**src/rtl/nand_burn_seq.sv**
```systemverilog
module nand_burn_seq #(
  parameter int NBLK = 4096,
  parameter int PAGES = 32,
  parameter logic [7:0] GOOD_MARK = 8'hFF,
  localparam int BW = $clog2(NBLK),
  localparam int PW = $clog2(PAGES)
) (
  input  logic          clk,
  input  logic          rst_n,
  input  logic          start,
  input  logic [BW:0]   img_len,
  input  logic [BW-1:0] first_blk,
  output logic          op_req,
  output logic [2:0]    op_code,
  output logic [BW-1:0] op_blk,
  output logic [PW-1:0] op_page,
  output logic [BW:0]   op_img,
  input  logic          op_ack,
  input  logic          op_fail,
  input  logic [7:0]    op_rdata,
  output logic          busy,
  output logic          done,
  output logic          error,
  output logic [BW:0]   skip_cnt
);
  typedef enum logic [3:0] {
    S_IDLE, S_CHECK, S_ERASE, S_PROG, S_VERIFY, S_MARK, S_NEXT, S_DONE, S_FAIL
  } st_t;

  st_t st;
  logic pend;
  logic [BW-1:0] phys;
  logic [PW-1:0] page;
  logic [BW:0] img, len_r, skips;

  wire req_state = (st == S_CHECK) || (st == S_ERASE) || (st == S_PROG) ||
                   (st == S_VERIFY) || (st == S_MARK);
  wire acked   = pend && op_ack;
  wire last_pg = (page == PW'(PAGES - 1));

  assign op_req   = pend;
  assign op_blk   = phys;
  assign op_page  = page;
  assign op_img   = img;
  assign skip_cnt = skips;
  assign done     = (st == S_DONE);
  assign error    = (st == S_FAIL);
  assign busy     = !(st == S_IDLE || st == S_DONE || st == S_FAIL);

  always_comb begin
    case (st)
      S_ERASE:  op_code = 3'd1;
      S_PROG:   op_code = 3'd2;
      S_VERIFY: op_code = 3'd3;
      S_MARK:   op_code = 3'd4;
      default:  op_code = 3'd0;
    endcase
  end

  always_ff @(posedge clk or negedge rst_n) begin
    if (!rst_n) begin
      st <= S_IDLE;
      pend <= 1'b0;
      phys <= '0;
      page <= '0;
      img <= '0;
      len_r <= '0;
      skips <= '0;
    end else begin
      if (acked) pend <= 1'b0;
      else if (req_state && !pend) pend <= 1'b1;

      case (st)
        S_IDLE, S_DONE, S_FAIL: if (start) begin
          phys  <= first_blk;
          img   <= '0;
          len_r <= img_len;
          skips <= '0;
          page  <= '0;
          if (img_len == '0) st <= S_DONE;
          else if ({1'b0, first_blk} >= (BW+1)'(NBLK)) st <= S_FAIL;
          else st <= S_CHECK;
        end
        S_CHECK: if (acked) begin
          if (op_rdata != GOOD_MARK) begin
            skips <= skips + 1'b1;
            st <= S_NEXT;
          end else if (page != '0) begin
            page <= '0;
            st <= S_ERASE;
          end else page <= PW'(1);
        end
        S_ERASE: if (acked) st <= op_fail ? S_MARK : S_PROG;
        S_PROG: if (acked) begin
          if (op_fail) begin page <= '0; st <= S_MARK; end
          else if (last_pg) begin page <= '0; st <= S_VERIFY; end
          else page <= page + 1'b1;
        end
        S_VERIFY: if (acked) begin
          if (op_fail) begin page <= '0; st <= S_MARK; end
          else if (last_pg) begin page <= '0; img <= img + 1'b1; st <= S_NEXT; end
          else page <= page + 1'b1;
        end
        S_MARK: if (acked) begin
          skips <= skips + 1'b1;
          st <= S_NEXT;
        end
        S_NEXT: begin
          page <= '0;
          if (img == len_r) st <= S_DONE;
          else if (phys == BW'(NBLK - 1)) st <= S_FAIL;
          else begin phys <= phys + 1'b1; st <= S_CHECK; end
        end
        default: st <= S_IDLE;
      endcase
    end
  end
endmodule


```
**config.mk**
```make
export PLATFORM = sky130hd
export DESIGN_NAME = nand_burn_seq
export DESIGN_NICKNAME = d
export VERILOG_FILES = /design/src/rtl/nand_burn_seq.sv
export SDC_FILE = /design/constraint.sdc
export NUM_CORES = 1
export LEC_CHECK = 0
export ABC_AREA = 1
export CAP_MARGIN = 25
export CORE_MARGIN = 10
export CORE_UTILIZATION = 40
export CTS_CLUSTER_SIZE = 20
export DETAILED_ROUTE_END_ITERATION = 10
export PLACE_DENSITY_LB_ADDON = 0.12
export SETUP_SLACK_MARGIN = 0.5
export SLEW_MARGIN = 30
export SYNTH_ARGS = -nofsm -noshare
export SYNTH_HDL_FRONTEND = slang
export SYNTH_SLANG_ARGS = --single-unit
```
**constraint.sdc**
```tcl
create_clock -name clk -period 2.5 [get_ports clk]
set_input_delay 0.5 -clock clk [delete_from_list [all_inputs] [get_ports clk]]
set_output_delay 0.5 -clock clk [all_outputs]
set_load 0.01 [all_outputs]
```
After elaboration in Yosys (flattened, before gate mapping)
Cells that the tools add are included.
{ "word_totals": {"out_inout_bits": 50, "word_cells": 106, "ff_bits": 61, "in_bits": 38} }
{ "op_classes": {"n_eq_ne": 28, "n_reduce_logical": 26, "muxes": 41, "n_addsub": 4} }
{ "op_table": {"columns": ["operator", "n"], "rows": [
  ["$mux W13", 7],
  ["$mux W4", 14],
  ["$pmux W13 S3", 1],
  ["$mux W12", 3],
  ["$mux W5", 6],
  ["$pmux W4 S7", 1],
  ["$add A13 B1 Y13 const B", 2],
  ["$pmux W13 S2", 1],
  ["$pmux W12 S2", 1],
  ["$ne A2 B2 Y1 const B", 11],
  ["$pmux W5 S4", 1],
  ["$eq A4 B3 Y1 const B", 4],
  ["$reduce_and A5 Y1", 3],
  ["$eq A13 B13 Y1", 1],
  ["$logic_not A13 Y1", 1],
  ["$add A12 B1 Y12 const B", 1],
  ["$eq A12 B12 Y1 const B", 1],
  ["$pmux W3 S4", 1],
  ["$reduce_and A9 Y1", 1],
  ["$eq A4 B2 Y1 const B", 2],
  ["$ne A8 B8 Y1 const B", 1],
  ["$logic_or A1 B1 Y1", 6],
  ["$mux W3", 2],
  ["$ne A3 B3 Y1 const B", 2],
  ["18 further kinds", 25]
]} }

Depth between registers and ports, before layout
{ "depth": {"word_depth": 8, "ltp_mapped": 13, "ltp_nobuf": 13} }

Worst setup path after synthesis
Ideal clock, no wire load.
{ "synth_path": {"kind": "register to register", "startpoint": "register page[0], in the netlist op_page[0]", "endpoint": "register img[6], in the netlist op_img[6]", "t_required_ns": 2.377, "path_buffers": 0, "setup_ns": 0.123, "setup_slack_ns": 0.643, "path_stages_with_launch": 11, "arrival_ns": 1.733, "period_less_slack_ns": 1.857, "cell_sequence": "dfrtp_1 -> ha_1 -> nand2_1 -> nor2_1 -> ha_1 -> inv_1 -> nor3_1 -> nand2_1 -> or2_2 -> o21ai_0 -> a21oi_1"} }
{ "synth_between": {"elab_chain_cells": 3} }
{ "synth_rtl": {"columns": ["item", "line_no", "source"], "rows": [
  ["start, declared", "33", "logic [PW-1:0] page;"],
  ["start signal, assigned", "97", "else page <= page + 1'b1;"],
  ["start signal, assigned", "102", "else page <= page + 1'b1;"],
  ["$eq A5 B5 Y1", "39", "wire last_pg = (page == PW'(PAGES - 1));"],
  ["$ne A2 B2 Y1 (no source line)", null, null],
  ["$reduce_and A5 Y1 (no source line)", null, null],
  ["end signal, assigned", "66", "img <= '0;"],
  ["end signal, assigned", "76", "img <= '0;"],
  ["end signal, assigned", "101", "else if (last_pg) begin page <= '0; img <= img + 1'b1; st <= S_NEXT; end"],
  ["end, declared", "34", "logic [BW:0] img, len_r, skips;"]
]} }
No other way between the ends.
A chain may end at the register's enable or synchronous reset.

Worst setup path in the final report
{ "layout_path": {"startpoint": "register st[2]", "endpoint": "output op_code[1]"} }
{ "layout_between": {"elab_chain_cells": 2, "elab_cells_between_ends": 5, "classes_between": "eq/ne (4); mux (1)"} }
{ "layout_rtl": {"columns": ["item", "line_no", "source"], "rows": [
  ["start, declared", "30", "st_t st;"],
  ["start signal, assigned", "93", "S_ERASE: if (acked) st <= op_fail ? S_MARK : S_PROG;"],
  ["$eq A4 B3 Y1 / $eq A4 B2 Y1 (equally long branches)", "51", "case (st)"],
  ["$pmux W3 S4 (*)", "51", null],
  ["end, declared", "14", "output logic [2:0] op_code,"]
]} }
Every way passes the cells marked *; elsewhere a longest branch is shown, timed or not.

==> impl_metrics.toml <==
[worst_setup_path]
path_buf_inv = 2
reg2reg_slack_ps = 630
start_kind = "flip-flop"
cp.required_ps = 2000
r2r_end = "op_img[12]"
cp-end-kind = "output port"
reg2reg_from = "op_page[1]"
crit_chain = "buf_4, nor2_4, nand3_2, nand2_4, clkbuf_2"
crit_fanout = 8
worst-path-stages = 5
crit_type = "flip-flop to output port"
slowest_stage = "dfrtp_1"
critical-path-max-stage-delay_ps = 420
reg2regPathDepth = 12
worstPathArrival_ps = 1450
crit_family = "flip-flops"

[synth]
async_flop_share = 1.00
syn_area_per_cell_um2 = 6.82
synth_cell_types = 28
synth_seq_cells = 61
syn_inst = 575
yosys_most_used_dff = "dfrtp_1"
synth_edf_count = 0
syn_nets = 619
seq_area_frac_synth = 0.389
syn-cell-area_um2 = 3920
ys_warn_count = 0

[detailed_routing]
ant_nets = 0
avgRoutedWirePerCell_um = 13.7
drc = 0
drt-vias-per-instance = 4.90
wirelength_um = 11200
drt_first_pass_iters = 4
vias = 4018
drt_iter0_drc = 214

[die]
num_rows = 36
io_pins = 88
die_h_um = 119
core_area_um2 = 9680
chipWidth_um = 119
die_area_um2 = 14200
start_util = 0.405

[cells_and_area]
post-route-cell-area_um2 = 5360
fin_nets = 726
n_antenna_cell = 0
fin_cells = 820
mostFrequentLayoutCells = "194 x nand2_1, 80 x clkdlybuf4s50_1, 59 x inv_1, 59 x nor2_1, 57 x dfrtp_1"
syn2layout_area_growth_pct = 36.5
layout_commonest_cell = "nand2_1"
fill_cells = 925
drive_gt1_frac = 0.121

[power_and_ir_drop]
finalPower_w = 0.00522
peakVddDrop_v = 0.000372
leakagePower_nw = 2.48
power.density_nw_per_um2 = 975

[clock_tree]
holdBufCountCts = 0
root_buffer = "clkbuf_8"
clk_path_buf_depth = 2
clk_pin_slew_worst_paths_ps = 70
numCtsBuffers = 9
cts.sinks = 61
cts.htree.levels = 3
clk_latency_ps = 350
cts_tree = "yes"

[placed_design]
hpwl_um = 8270
place_area_um2 = 4930
gp_congestion = 0.877
port_buffers = 87
dp_cells = 789

[timing]
max_freq_mhz = 512
final.period_utilization = 0.781
rsz0062_at_grt = "true"
holdWs_ps = 124
finClkSkew_ps = 17.0
setup_tns_ps = 0
worst_pin_slew_ps = 537
drv_slew = 0
hold_violations = 0
finalSetupViolations = 0
relSlewSlack = 0.642
min_period_ps = 1950

[global_route]
grt_max_degree = 41
grt_pass1_wl_um = 18900
grt_pass1_vias = 3844
antenna_found_initial = 0
grt_use_total = 0.159
grt.overflow.total = 0

[job]
maxCapViolCount = 0

[worst_hold_path]
holdCritPathClass = "input pin to asynchronous set/reset pin"

[status]
outcome = "completed"
## power breakdown
| group | switching [W] | internal [W] | total, W |
|---|---|---|---|
| Combinational | 0.00158 | 0.00104 | 0.00262 |
| Sequential | 0.000318 | 0.00127 | 0.00159 |
| Clock | 0.000403 | 0.000613 | 0.00102 |
| Total | 0.00230 | 0.00292 | 0.00522 |
## per-stage QoR
| stage | setup slack, ps | utilization |
|---|---|---|
| 4_1_cts | 349 | 0.541 |
| 5_1_grt | 473 | 0.553 |
| 3_3_place_gp | 314 | 0.509 |
| 2_1_floorplan | 643 | - |
| 3_5_place_dp | 251 | 0.509 |
| 6_report | 547 | 0.553 |
## kinds of logic (layout without fill, tap and decap cells)
logic type               count (synthesis)  in the layout  share of synthesized area
AO/OA/AOI/OAI                           59             59                     0.0788
AND/OR/NAND/NOR                        352            353                      0.386
flip-flops                              61             61                      0.389
XOR/XNOR                                18             18                     0.0402
buffers and inverters                   79            190                     0.0864
adder cells (fa/ha/maj)                  6              6                     0.0191
## routing by layer
metal / up-vias / global-route usage / wire length, um
li1: 2048 / - / -
met3: 10 / 0.0316 / 556
met1: 1860 / 0.203 / 5140
met2: 100 / 0.262 / 5400
met4: 0 / 0.0527 / 149
met5: - / 0 / 0
## worst max path at each step
stage / startpoint / slack, ps / to
after floorplan: op_page[0] / 640 / op_img[6]
after global placement: op_ack / 310 / op_img[6]
after detailed placement: op_ack / 250 / op_img[10]
after CTS: st[2] / 350 / op_code[1]
after global routing: st[2] / 470 / op_code[1]
final: st[2] / 550 / op_code[1]
## worst reg2reg max path, stage by stage, from the launching register on
cell	delay [ps]
dfrtp_1	370
ha_2	190
nand2_2	60
nor2_1	110
ha_2	190
inv_2	60
nor3_4	150
nand2_2	120
nand2_4	110
buf_4	120
nand3_1	80
o21ai_1	150
a21oi_1	50
## area by class of cell
class / count / area, um^2 / share of cell area
timing repair buffer: 107 / 1010 / 0.189
clock buffer: 12 / 155 / 0.0290
inverter: 67 / 251 / 0.0469
sequential: 61 / 1530 / 0.286
clock inverter: 4 / 70.1 / 0.0131
multi-input combinational: 436 / 2170 / 0.405
tap: 133 / 166 / 0.0311
## registers in the layout (all words and copies together), names as in the netlist
name / flops
op_img: 13
len_r: 13
op_page: 5
st: 4
skip_cnt: 13
op_blk: 12
op_req: 1
## Yosys cell counts (6+ instances only)
library cell  number  area [um^2]
nand2_1          201          754
nor2_1            63          236
inv_1             62          233
dfrtp_1           61         1530
nand3_1           39          195
o21ai_0           29          145
nand4_1           23          144
a21oi_1           14         70.1
o21ai_1           14         70.1
nor3_1            12         60.1
xor2_1            11         96.3
xnor2_1            7         61.3
ha_1               6         75.1
## what timing repair did
item,4_1_cts,5_1_grt
endpoints found under the setup margin,30,42
buffers inserted,6,8
resized for setup,23,26
pin swaps,3,4
cloned,0,1
No activity file was read; power rests on OpenSTA's default activity.
